`config.mk`:
```
export PLATFORM = sky130hd
export DESIGN_NAME = lp_wake_ctrl
export DESIGN_NICKNAME = d
export VERILOG_FILES = /design/src/rtl/lpw_pkg.sv /design/src/rtl/lpw_qual.sv /design/src/rtl/lpw_mode_fsm.sv /design/src/rtl/lp_wake_ctrl.sv
export SDC_FILE = /design/constraint.sdc
export NUM_CORES = 1
export LEC_CHECK = 0
export BUFFER_PORTS_ARGS = -buffer_cell sky130_fd_sc_hd__buf_4
export CORE_UTILIZATION = 31
export DETAILED_ROUTE_END_ITERATION = 16
export HOLD_SLACK_MARGIN = 0.15
export PLACE_DENSITY = 0.68
export SLEW_MARGIN = 20
export SYNTH_ARGS = -nofsm -noshare
export SYNTH_HDL_FRONTEND = slang
export SYNTH_SLANG_ARGS = --single-unit
```
`constraint.sdc`:
```
create_clock -name clk -period 2.9 [get_ports clk]
set_input_delay 0.58 -clock clk [delete_from_list [all_inputs] [get_ports clk]]
set_output_delay 0.58 -clock clk [all_outputs]
set_load 0.03 [all_outputs]
```
`src/rtl/lpw_pkg.sv`:
```
package lpw_pkg;

    typedef enum logic [1:0] {
        PM_RUN  = 2'd0,
        PM_DOZE = 2'd1,
        PM_DEEP = 2'd2
    } pmode_t;

    localparam logic [1:0] CODE_RUN  = 2'd0;
    localparam logic [1:0] CODE_DOZE = 2'd1;
    localparam logic [1:0] CODE_DEEP = 2'd2;

    // State captured when the device goes to sleep
    typedef struct packed {
        logic       hnd;
        logic [7:0] prio;
    } entry_ctx_t;

    function automatic logic mode_is_sleep(input logic [1:0] code);
        return (code == CODE_DOZE) || (code == CODE_DEEP);
    endfunction

    // Whether a line is allowed to wake under the given mode
    function automatic logic depth_permits(input pmode_t m,
                                           input logic hib_bit,
                                           input logic rsv_bit);
        logic ok;
        case (m)
            PM_DOZE: ok = !rsv_bit;
            PM_DEEP: ok = !rsv_bit && hib_bit;
            default: ok = 1'b0;
        endcase
        return ok;
    endfunction

endpackage

```
`src/rtl/lpw_qual.sv`:
```
module lpw_qual
    import lpw_pkg::*;
#(
    parameter int                    N_LINES  = 16,
    parameter int                    PRIO_W   = 3,
    parameter logic [N_LINES-1:0]    HIB_MASK = 16'h0095,
    parameter logic [N_LINES-1:0]    RSV_MASK = 16'h010A
)(
    input  logic [N_LINES-1:0]        req,
    input  logic [N_LINES-1:0]        src_en,
    input  logic [N_LINES-1:0]        ctl_en,
    input  logic [N_LINES*PRIO_W-1:0] prio,
    input  pmode_t                    mode,
    input  logic                      use_prio,
    input  logic [PRIO_W-1:0]         ref_prio,
    output logic [N_LINES-1:0]        hit,
    output logic                      any_hit
);
    for (genvar i = 0; i < N_LINES; i++) begin : g_line
        logic armed;
        logic outranks;
        logic allowed;
        assign armed    = req[i] && src_en[i] && ctl_en[i];
        assign outranks = !use_prio ||
                          (prio[i*PRIO_W +: PRIO_W] > ref_prio);
        assign allowed  = depth_permits(mode, HIB_MASK[i], RSV_MASK[i]);
        assign hit[i]   = armed && outranks && allowed;
    end

    assign any_hit = |hit;
endmodule

```
`src/rtl/lpw_mode_fsm.sv`:
```
module lpw_mode_fsm
    import lpw_pkg::*;
#(
    parameter int PRIO_W = 3
)(
    input  logic              clk,
    input  logic              rst,
    input  logic              sleep_req,
    input  logic [1:0]        sleep_mode,
    input  logic              entry_blocked,
    input  logic              wake_hit,
    input  logic              nmi,
    input  logic              in_handler,
    input  logic [PRIO_W-1:0] run_prio,
    output pmode_t            mode,
    output logic              ctx_hnd,
    output logic [PRIO_W-1:0] ctx_prio,
    output logic              wake_pulse
);
    pmode_t mode_q, mode_d;
    logic   hnd_q;
    logic [PRIO_W-1:0] prio_q;
    logic   pulse_d;
    logic   enter;

    assign enter = (mode_q == PM_RUN) && sleep_req &&
                   mode_is_sleep(sleep_mode) && !entry_blocked;

    always_comb begin
        mode_d  = mode_q;
        pulse_d = 1'b0;
        case (mode_q)
            PM_RUN: begin
                if (enter) mode_d = pmode_t'(sleep_mode);
            end
            PM_DOZE, PM_DEEP: begin
                if (wake_hit || nmi) begin
                    mode_d  = PM_RUN;
                    pulse_d = 1'b1;
                end
            end
            default: mode_d = PM_RUN;
        endcase
    end

    always_ff @(posedge clk) begin
        if (rst) begin
            mode_q     <= PM_RUN;
            hnd_q      <= 1'b0;
            prio_q     <= '0;
            wake_pulse <= 1'b0;
        end else begin
            mode_q     <= mode_d;
            wake_pulse <= pulse_d;
            if (enter) begin
                hnd_q  <= in_handler;
                prio_q <= run_prio;
            end
        end
    end

    assign mode     = mode_q;
    assign ctx_hnd  = hnd_q;
    assign ctx_prio = prio_q;
endmodule

```
`src/rtl/lp_wake_ctrl.sv`:
```
module lp_wake_ctrl
    import lpw_pkg::*;
#(
    parameter int                    N_LINES  = 16,
    parameter int                    PRIO_W   = 3,
    parameter logic [N_LINES-1:0]    HIB_MASK = 16'h0095,
    parameter logic [N_LINES-1:0]    RSV_MASK = 16'h010A
)(
    input  logic                      clk,
    input  logic                      rst,
    input  logic [N_LINES-1:0]        irq_req,
    input  logic [N_LINES-1:0]        irq_src_en,
    input  logic [N_LINES-1:0]        irq_ctl_en,
    input  logic [N_LINES*PRIO_W-1:0] irq_prio,
    input  logic [PRIO_W-1:0]         run_prio,
    input  logic                      in_handler,
    input  logic                      sleep_req,
    input  logic [1:0]                sleep_mode,
    input  logic                      uv_a,
    input  logic                      uv_b,
    output logic                      wake_pulse,
    output logic [1:0]                mode_o,
    output logic                      nmi_req
);
    pmode_t              cur_mode;
    pmode_t              tgt_mode;
    logic                ctx_hnd;
    logic [PRIO_W-1:0]   ctx_prio;
    logic [N_LINES-1:0]  live_hits, pre_hits;
    logic                live_any, pre_any;

    assign nmi_req  = uv_a | uv_b;
    assign tgt_mode = mode_is_sleep(sleep_mode) ? pmode_t'(sleep_mode) : PM_RUN;

    // Wake qualification against the state latched at sleep entry
    lpw_qual #(
        .N_LINES(N_LINES), .PRIO_W(PRIO_W),
        .HIB_MASK(HIB_MASK), .RSV_MASK(RSV_MASK)
    ) u_live (
        .req(irq_req), .src_en(irq_src_en), .ctl_en(irq_ctl_en),
        .prio(irq_prio), .mode(cur_mode), .use_prio(ctx_hnd),
        .ref_prio(ctx_prio), .hit(live_hits), .any_hit(live_any)
    );

    // Look-ahead: would the requested mode be left at once
    lpw_qual #(
        .N_LINES(N_LINES), .PRIO_W(PRIO_W),
        .HIB_MASK(HIB_MASK), .RSV_MASK(RSV_MASK)
    ) u_pre (
        .req(irq_req), .src_en(irq_src_en), .ctl_en(irq_ctl_en),
        .prio(irq_prio), .mode(tgt_mode), .use_prio(in_handler),
        .ref_prio(run_prio), .hit(pre_hits), .any_hit(pre_any)
    );

    lpw_mode_fsm #(.PRIO_W(PRIO_W)) u_fsm (
        .clk(clk), .rst(rst),
        .sleep_req(sleep_req), .sleep_mode(sleep_mode),
        .entry_blocked(pre_any || nmi_req),
        .wake_hit(live_any), .nmi(nmi_req),
        .in_handler(in_handler), .run_prio(run_prio),
        .mode(cur_mode), .ctx_hnd(ctx_hnd), .ctx_prio(ctx_prio),
        .wake_pulse(wake_pulse)
    );

    assign mode_o = cur_mode;
endmodule

```
==> run metrics, run 1 <==
status=finished clean; total gr overflow=0; PD cells=185 nW/um2; top-count cell post-synth=ha_1; die width=89.3 um; H-tree Lvls=1; CTS Buf Count=3; CP max stage delay=0.38 ns; Critical-path top delay cell=a2111oi_4; pin count of the biggest net entering global routing=15; fin nets=580; worst reg2reg path depth=10; cell chain of the critical path=inv_1, buf_4, ha_1, a21oi_1, a211oi_1, a2111oi_4, o211ai_2, nor4b_4, nor4_1, a311o_1; CTS Root Buffer Type=clkbuf_8; minimum hold slack=0.502 ns; Vias=2543; latest clock arrival within the worst-skew pair=0.23 ns; FF-to-FF Start=u_fsm.ctx_prio[2]$_SDFFE_PP0P_; element type at the critical path end=flip-flop; syn_nets=473; Final Max Slew Viols=0; total track usage=18.3%; Peak supply drop=0.0894 mV; dominant cell type by area after synthesis=ha_1; clk sink count=7; ys flop type=dfxtp_1; clock skew=0.00502 ns; die area=7970 um2; CP max FO=4; LEAKAGE=1.64 nW; global-route wire length before repair=11.6 mm; CP Data Required Time=3.01 ns; share of cells above drive strength 1=29.9%; post-synth design cell area=2360 um2; First-pass DRT Iterations=4; Buffers on Ports=92; number of max-cap violations=0; r2r endpoint=u_fsm.mode[0]$_SDFFE_PP0P_; Clock Pin Slew Worst Setup and Hold Paths=0.04 ns; vias in the first global route=2616; WP data arrival=2.65 ns; Post-synth EDFFs=0; WHS Path Cells=2; clk buf depth=2; Hold Startpoint=u_fsm.ctx_prio[1]$_SDFFE_PP0P_; diode count=0; First DRT Iteration DRCs=66; cts hold-fix bufs=0; Tmin final=2.54 ns; unrepaired setup endpoints after global routing=false; area growth from synthesis to final layout=40.3%; synthesis-stage register bit count=7; number of cell rows=31; distinct cell type count after synthesis=35; WL final=7.00 mm; part of the Yosys area used for sequential elements=5.93%; initial antenna violation count=0; postcts setup bufs=0; Worst R2R Setup Slack=0.36 ns; worst slew pin tran=0.573 ns; syn_area_per_cell=8.29 um2; synth cell count leaders=81 x ha_1, 23 x inv_1, 22 x a21oi_1, 22 x nand2_1, 20 x a31oi_1; WS Path Type=flip-flop to flip-flop; Synth top area share=42.9%; antenna-violating nets left=0; Initial Utilization=32.4%; final setup fails=0; Post-CTS Resized=0; CTS tree=done; crit path launch type=flip-flop; WHS Endpoint=u_fsm.ctx_prio[1]$_SDFFE_PP0P_; Peak Freq=0.394 GHz; core region area=7290 um2; Die Ht=89.3 um; delay-heaviest family, CP=compound AO/OA/AOI/OAI gates; final hold vios=0; vias per cell=5.19; setup TNS=0 ns; DRC=0; Async S/R FF share, synth=0%; fin crit share=87.6%; DP HPWL=5.90 mm; Hold Crit Class=flip-flop to flip-flop; Slew Limit Headroom=61.8%; Mapped Cells=285; DR WL/cell=14.3 um; Ports=111; CP Buf/Inv Count=2; yosys warns=0; largest cells by area after synthesis=ha_1 43%, dfxtp_1 5.9%, a31oi_1 5.3%, a21oi_1 4.7%, nand3_1 4.0%; gp weighted congestion=0.835
## worst register-to-register path: stages (launching register included)
cell and delay (ns):
dfxtp_1 0.33, inv_1 0.07, buf_4 0.16, ha_1 0.30, a21oi_1 0.14, a211oi_1 0.13
a2111oi_4 0.38, o211ai_2 0.19, nor4b_4 0.31, nor4_1 0.09, a311o_1 0.31
## layout make-up
class	instances	area, um2
tap	99	124
timing repair buffer	103	786
clock buffer	4	45.0
multi-input combinational	254	2130
inverter	23	86.3
fill	738	3980
sequential	7	140
## where the power goes
group          total, mW  switching (mW)  internal, mW  leakage (nW)
combinational      0.377           0.180         0.198          1.56
sequential        0.0999         0.00131        0.0986        0.0565
clock              0.137          0.0415        0.0951        0.0228
total              0.614           0.223         0.391          1.64
## worst max-delay path by stage
stage | start | to | cells after the start
2_1_floorplan | run_prio[1] | u_fsm.mode[0]$_SDFFE_PP0P_ | 9
3_3_place_gp | run_prio[1] | u_fsm.mode[0]$_SDFFE_PP0P_ | 11
3_5_place_dp | run_prio[1] | u_fsm.mode[1]$_SDFFE_PP0P_ | 11
4_1_cts | run_prio[1] | u_fsm.mode[1]$_SDFFE_PP0P_ | 11
5_1_grt | run_prio[1] | u_fsm.mode[1]$_SDFFE_PP0P_ | 11
6_report | u_fsm.ctx_prio[2]$_SDFFE_PP0P_ | u_fsm.mode[0]$_SDFFE_PP0P_ | 10
## per-layer routing
layer	up-vias	wire (um)	global-route usage, %	part of all wire, %
met5	-	0	0	0
met4	0	54	2.60	0.77
met3	4	310	2.59	4.4
met2	63	3370	33.6	48
met1	1163	3270	23.1	47
li1	1313	-	-	-
## logic make-up after synthesis
group / synth area share (%)
AOI/OAI and AO/OA: 25.1
and+or+nand+nor: 22.3
buffers and inverters: 3.81
adders and majority gates: 42.9
DFF: 5.93
## layout by cell type, fill, tap and decap left out
cell / n
a22oi_1: 4
o31a_1: 2
o31ai_4: 1
a221oi_1: 1
o21ai_1: 5
and3_1: 5
o311a_1: 1
a311o_1: 1
ha_1: 81
nand3_2: 3
buf_12: 1
nand2b_1: 4
a2111oi_4: 1
nor2_1: 3
a211oi_1: 5
and2_1: 1
nand3b_1: 10
o21ai_0: 16
nor2b_1: 9
clkbuf_8: 3
nand4_1: 1
nor4_1: 2
nand3_1: 19
a41oi_1: 2
inv_1: 23
and4_1: 1
dfxtp_1: 7
a21oi_1: 22
clkbuf_1: 1
a31oi_1: 20
nor4b_4: 2
nand2_1: 22
a32oi_1: 1
nand4_4: 1
buf_4: 102
o211ai_2: 2
nand3_4: 1
o21a_1: 5
## through the flow
| stage | std cells | instance area (um2) | utilization [%] | worst slack (ns) | power, mW |
|---|---|---|---|---|---|
| 2_1_floorplan | 285 | 2360 | - | 0.383 | 0.306 |
| 3_3_place_gp | 486 | 3270 | 44.8 | 0.134 | 0.460 |
| 3_5_place_dp | 486 | 3270 | 44.8 | 0.146 | 0.479 |
| 4_1_cts | 490 | 3310 | 45.4 | 0.365 | 0.618 |
| 5_1_grt | 490 | 3310 | 45.4 | 0.163 | 0.676 |
| 6_report | 490 | 3310 | 45.4 | 0.361 | 0.614 |
## state kept, by name (all words and copies together) (netlist names)
register	flops
u_fsm.mode	2
u_fsm.ctx_hnd	1
u_fsm.wake_pulse	1
u_fsm.ctx_prio	3
No activity file was read; power rests on OpenSTA's default activity.
==> run 2: changes to the inputs <==
ABC_AREA = 1   (was not set)
==> run 2 against run 1 <==
Compared with the run above: synthesized cell count is 27% higher; hold slack gained 0.027 ns; combinational power rose by 50%; critical path depth grew 5; power rose by 34%; sequential power increased by 29%; clock-buffer cell count did not move; global-route usage shrank 0.79 points; design area grew 0.23%; core utilization is 0.61 points lower; critical path type unchanged; largest cell class unchanged; largest power group unchanged; highest routed layer unchanged.
==> run metrics, run 2 <==
Routed met3 length=257 um (-17%); CP max FO=8 (+4); WS Path Type=flip-flop to flip-flop; Post-CTS Resized=0 (unchanged); mux cell area share after synthesis=0% (unchanged); Synth Area in Adders=41.6% (-1.3 points); area share of xor/xnor cells in the synthesized design=0% (unchanged); Peak supply drop=0.108 mV (+20%); setup TNS=0 ns (unchanged); area growth from synthesis to final layout=36.4%; vias per cell=4.87 (-6.2%); most used cell, CP=nand2_1; wire length on met2=3.66 mm (+8.6%); CTS Buf Count=3 (unchanged); total gr overflow=0 (unchanged); Vias=2730 (+7.4%); max reg flops=3 (unchanged); PnR worst setup slack=0.593 ns (+0.233 ns); cell chain of the critical path=inv_1, buf_4, ha_1, a21oi_1, nand2_1, nand2_1, nand2_1, nand2_1, nand2_1, nor2_1, nand3_1, nand2_1, nand3_2, a21oi_1, nor2_1; gp weighted congestion=0.783 (-6.2%); LEAKAGE=1.86 nW (+14%); top-count cell post-synth=nand2_1; Clk pwr share=15.8% (-6.5 points); Synth Area in Compound Gates=10.3% (-15 points); Critical-path top delay cell=dfxtp_1; global-route wire length before repair=12.2 mm (+5.3%); crit path launch type=flip-flop; part of the Yosys area used for sequential elements=5.76% (-0.18 points); syn_nets=550 (+16%); final hold vios=0 (unchanged); WL final=6.95 mm (-0.74%); fin crit share=79.5% (-8.0 points); H-tree Lvls=1 (unchanged); die area=8210 um2 (+3.0%); status=finished clean; Mapped Cells=362 (+27%); unrepaired setup endpoints after global routing=false; die width=90.6 um (+1.5%); leading cell type in the layout, fill and taps excluded=nand2_1; Metal-1 WL=3.01 mm (-7.9%); Clock Pin Slew Worst Setup and Hold Paths=0.04 ns (about the same); Psw=350 uW (+57%); pin count of the biggest net entering global routing=15 (unchanged); DR WL/cell=12.4 um (-13%); Internal Power=474 uW (+21%); dpl ws=0.464 ns (+0.318 ns); Initial Utilization=32.9% (+0.47 points); Fillers=771 (+4.5%); fin nets=651 (+12%); cts hold-fix bufs=0 (unchanged); clk sink count=7 (unchanged); synthesis-stage register bit count=7 (unchanged); Die Ht=90.6 um (+1.5%); ys flop type=dfxtp_1; worst slew pin tran=0.618 ns (+0.0444 ns); First-pass DRT Iterations=4 (unchanged); Tmin final=2.31 ns (-0.233 ns); Slew Limit Headroom=58.8% (-3.0 points); First DRT Iteration DRCs=74 (+12%); Logic pwr share=68.6% (+7.1 points); clk buf depth=2 (unchanged); share of cells above drive strength 1=23.8% (-6.1 points); number of max-cap violations=0 (unchanged); Final Max Slew Viols=0 (unchanged); largest cells by area after synthesis=ha_1 42%, nand2_1 17%, nand3_1 7.6%, a21oi_1 6.2%, dfxtp_1 5.8%; postcts setup bufs=0 (unchanged); Buffers on Ports=92 (unchanged); total track usage=17.5% (-0.79 points); Tot Pwr=824 uW (+34%); latest clock arrival within the worst-skew pair=0.22 ns (about the same); CP max stage delay=0.29 ns (-0.09 ns); yosys warns=0 (unchanged); syn_area_per_cell=6.73 um2 (-19%); post-synth design cell area=2430 um2 (+3.1%); core region area=7410 um2 (+1.6%); element type at the critical path end=flip-flop; Post-synth EDFFs=0 (unchanged); PD cells=248 nW/um2 (+34%); largest family of logic cells by synthesized area=adder cells; Ports=111 (unchanged); Seq pwr share=15.6% (-0.7 points); number of cell rows=31 (unchanged); commonest cells after routing, fill and taps aside=113 x nand2_1, 98 x buf_4, 81 x ha_1; WP data arrival=2.41 ns (-0.24 ns); sw frac=42.5% (+6.2 points); Async S/R FF share, synth=0% (unchanged); final setup fails=0 (unchanged); Synth top area share=41.6% (-1.3 points); DP HPWL=5.87 mm (-0.45%); vias in the first global route=2815 (+7.6%); antenna-violating nets left=0 (unchanged); CP Data Required Time=3.01 ns (about the same); dominant cell type by area after synthesis=ha_1; initial antenna violation count=0 (unchanged); distinct cell type count after synthesis=22 (-37%); Peak Freq=0.434 GHz (+10%); synth cell count leaders=113 x nand2_1, 81 x ha_1, 37 x nand3_1; CTS Root Buffer Type=clkbuf_8; minimum hold slack=0.529 ns (+0.0272 ns); clock skew=0.00161 ns (-0.00341 ns); diode count=0 (unchanged); Hold Crit Class=primary input to flip-flop; DRC=0 (unchanged); Simple-Gate Fraction of Synth Area=36.8% (+14 points); Max Used Layer=met4; CTS tree=done
-- run 2: cell types whose count changed in the layout (fill, tap and decap cells not counted), moves of 5 or more --
cell,delta
nand2_1,+91
a31oi_1,-20
nor2b_1,-9
nor2_1,+9
o21ai_0,-8
o21a_1,-5
a21oi_1,+8
inv_1,+8
and3_1,+6
nand3_1,+18
-- run 2: power by group through the flow --
stage               Clock (mW)  Combinational (mW)  Sequential, mW
floorplan                    0               0.327           0.154
global placement             0               0.538           0.130
detailed placement           0               0.564           0.130
CTS                      0.133               0.568           0.129
global route             0.140               0.646           0.132
finish                   0.130               0.565           0.129
-- run 2: metal layers --
layer	GRT usage (%)	vias to the layer above
met5	0	-
met3	1.01	2
met4	3.49	0
li1	-	1451
met1	20.0	1221
met2	35.0	56
-- run 2: worst paths after layout --
check | endpoint | slack (ns) | from | cells past startpoint
setup / recovery | u_fsm.mode[1]$_SDFFE_PP0P_ | 0.59 | u_fsm.ctx_prio[2]$_SDFFE_PP0P_ | 15
hold / removal | u_fsm.wake_pulse$_SDFF_PP0_ | 0.53 | rst | 2
setup reg to reg | u_fsm.mode[1]$_SDFFE_PP0P_ | 0.59 | u_fsm.ctx_prio[2]$_SDFFE_PP0P_ | 15
hold reg to reg | u_fsm.mode[1]$_SDFFE_PP0P_ | 0.55 | u_fsm.mode[1]$_SDFFE_PP0P_ | 2
-- run 2: layout make-up --
type / count / area, um2 / area share, %
repair buffers: 98 / 736 / 22.2
well taps: 99 / 124 / 3.73
clock buffers: 4 / 45.0 / 1.36
inverters: 31 / 116 / 3.50
flip-flops and latches: 7 / 140 / 4.22
multi-input cells: 322 / 2160 / 65.0
-- run 2: cell families (layout without fill, tap and decap cells) --
| kind of cell | count (synthesis) | after routing |
|---|---|---|
| AND/OR/NAND/NOR | 194 | 194 |
| adder cells (fa/ha/maj) | 81 | 81 |
| AO/OA/AOI/OAI | 47 | 47 |
| buffers and inverters | 33 | 133 |
| flip-flops | 7 | 7 |
-- run 2: stage by stage --
step | instance area, um2 | util (%) | cells
floorplan | 2430 | - | 362
global placement | 3280 | 44.2 | 557
detailed placement | 3280 | 44.2 | 557
CTS | 3320 | 44.8 | 561
global route | 3320 | 44.8 | 561
finish | 3320 | 44.8 | 561
-- run 2: worst max-delay path, delay by kind of cell (launching register included) --
family	cells	cell delay (ns)
flip-flops	1	0.29
AND/OR/NAND/NOR	10	0.82
adder cells (fa/ha/maj)	1	0.27
AO/OA/AOI/OAI	2	0.30
buffers and inverters	2	0.51
==> run 3: changes to the inputs <==
ABC_AREA = 0   (was 1)
PLACE_DENSITY = 0.7   (was 0.68)
clock period = 2.1 ns   (was 2.9 ns; I/O delays follow)
==> run 3 against run 2 <==
Compared with the run above: the run now ends with negative setup slack left; flip-flop and latch count unchanged; highest routed layer unchanged; core utilization up 12 points; critical path depth shrank 4; critical endpoint unchanged; largest cell class unchanged.
==> run metrics, run 3 (same netlist as run 1, synthesis figures left out) <==
DR WL/cell=15.3 um (+23%); clk buf depth=2 (unchanged); number of max-cap violations=0 (unchanged); Slew Limit Headroom=75.3% (+17 points); clock skew=0.00146 ns (-0.000148 ns); vias per cell=5.30 (+8.9%); failing checks=negative setup slack; diode count=0 (unchanged); status=complete, but fails checks; cts hold-fix bufs=0 (unchanged); fin nets=642 (-1.4%); CTS Root Buffer Type=clkbuf_8; unrepaired setup endpoints after global routing=true; First-pass DRT Iterations=4 (unchanged); Buffers on Ports=92 (unchanged); Fillers=670 (-13%); clk sink count=7 (unchanged); Ports=111 (unchanged); total track usage=20.5% (+3.0 points); worst slew pin tran=0.367 ns (-0.251 ns); H-tree Lvls=1 (unchanged); Tot Pwr=1.03 mW (+25%); antenna-violating nets left=0 (unchanged); WS Path Type=flip-flop to flip-flop; total gr overflow=0 (unchanged); First DRT Iteration DRCs=100 (+35%); pin count of the biggest net entering global routing=11 (-4); share of cells above drive strength 1=51.2% (+27 points); initial antenna violation count=0 (unchanged); die width=89.3 um (-1.5%); number of cell rows=31 (unchanged); Tmin final=2.46 ns (+0.156 ns); CP max FO=4 (-4); gp weighted congestion=0.833 (+6.4%); CTS Buf Count=3 (unchanged); Vias=2926 (+7.2%); PD cells=247 nW/um2 (-0.31%); area growth from synthesis to final layout=76.0%; final setup fails=7 (+7); Hold Crit Class=primary input to flip-flop; CP Data Required Time=2.26 ns (-0.75 ns); Clock Pin Slew Worst Setup and Hold Paths=0.04 ns (about the same); element type at the critical path end=flip-flop; WP data arrival=2.63 ns (+0.22 ns); LEAKAGE=1.98 nW (+6.7%); Initial Utilization=32.4% (-0.47 points); PnR worst setup slack=-0.362 ns (-0.956 ns); final hold vios=0 (unchanged); latest clock arrival within the worst-skew pair=0.23 ns (about the same); Final Max Slew Viols=0 (unchanged); commonest cells after routing, fill and taps aside=155 x buf_4, 70 x ha_1, 22 x nand2_1; global-route wire length before repair=12.8 mm (+5.0%); max reg flops=3 (unchanged); die area=7970 um2 (-2.9%); Register Area=144 um2 (+2.7%); vias in the first global route=2847 (+1.1%); WL final=8.44 mm (+21%); setup TNS=-1.13 ns (-1.13 ns); DRC=0 (unchanged); Peak supply drop=0.196 mV (+82%); core region area=7290 um2 (-1.6%); crit path launch type=flip-flop; CTS tree=done; leading cell type in the layout, fill and taps excluded=buf_4; Die Ht=89.3 um (-1.5%); area of the multi-input gates=2440 um2 (+13%); fin crit share=117% (+38 points); Peak Freq=0.406 GHz (-6.3%); DP HPWL=6.62 mm (+13%)
run 3: changes by cell type in the layout (fill, tap and decap cells not counted), sizes merged, moves of 5 or more:
cell	change
a21oi	-10
a31oi	+20
and3	-6
buf	+67
inv	-9
nand2	-93
nand3	-15
nor2	-10
nor2b	+9
o21a	+5
o21ai	+9
run 3: metal layers:
metal  share of wire [%]  GRT usage [%]  vias to the layer above
met5                   0              0                        -
met4                 2.7           6.06                        0
met3                 3.6           1.48                       23
met2                  52           38.5                       76
met1                  42           24.8                     1380
li1                    -              -                     1447
run 3: worst paths after layout:
kind	end	from	depth (start not counted)	slack, ns
worst max-delay path	u_fsm.mode[1]$_SDFFE_PP0P_	u_fsm.ctx_prio[2]$_SDFFE_PP0P_	11	-0.36
worst min-delay path	u_fsm.ctx_prio[1]$_SDFFE_PP0P_	rst	2	0.41
worst max register to register	u_fsm.mode[1]$_SDFFE_PP0P_	u_fsm.ctx_prio[2]$_SDFFE_PP0P_	11	-0.36
worst min register to register	u_fsm.ctx_prio[1]$_SDFFE_PP0P_	u_fsm.ctx_prio[1]$_SDFFE_PP0P_	2	0.53
run 3: metrics by stage:
step | cell area (um2) | hold WS, ns | cells | util [%] | worst slack (ns)
2_1_floorplan | 2370 | 0.448 | 285 | - | -0.217
3_3_place_gp | 3680 | 0.476 | 535 | 50.4 | -0.437
3_5_place_dp | 3680 | 0.486 | 535 | 50.4 | -0.461
4_1_cts | 4030 | 0.403 | 548 | 55.3 | -0.286
5_1_grt | 4160 | 0.415 | 552 | 57.0 | -0.486
6_report | 4160 | 0.412 | 552 | 57.0 | -0.362
run 3: power breakdown:
group / internal, mW / switching, mW / total, mW
Sequential: 0.136 / 0.00378 / 0.140
Combinational: 0.382 / 0.311 / 0.694
Clock: 0.132 / 0.0627 / 0.195
Total: 0.650 / 0.378 / 1.03
run 3: cell type report:
type	count	area share, %
Timing Repair Buffer	165	31.6
Sequential cell	7	3.46
Tap cell	99	2.98
Inverter	23	2.23
Multi-Input combinational cell	254	58.6
Clock buffer	4	1.08
run 3: critical path, stage by stage, from the launching register on:
cell,delay [ns]
dfxtp_2,0.34
inv_4,0.05
buf_12,0.13
ha_1,0.32
a21oi_2,0.17
a211oi_2,0.11
a2111oi_4,0.24
o211ai_2,0.19
nor4b_4,0.37
buf_4,0.18
and2_4,0.13
o31a_1,0.15
run 3: repair_timing:
action	CTS	global route
buffers inserted	9	6
gates resized for setup	47	23
gates cloned	0	0
endpoints found under the setup margin	7	7
pin swaps	28	21
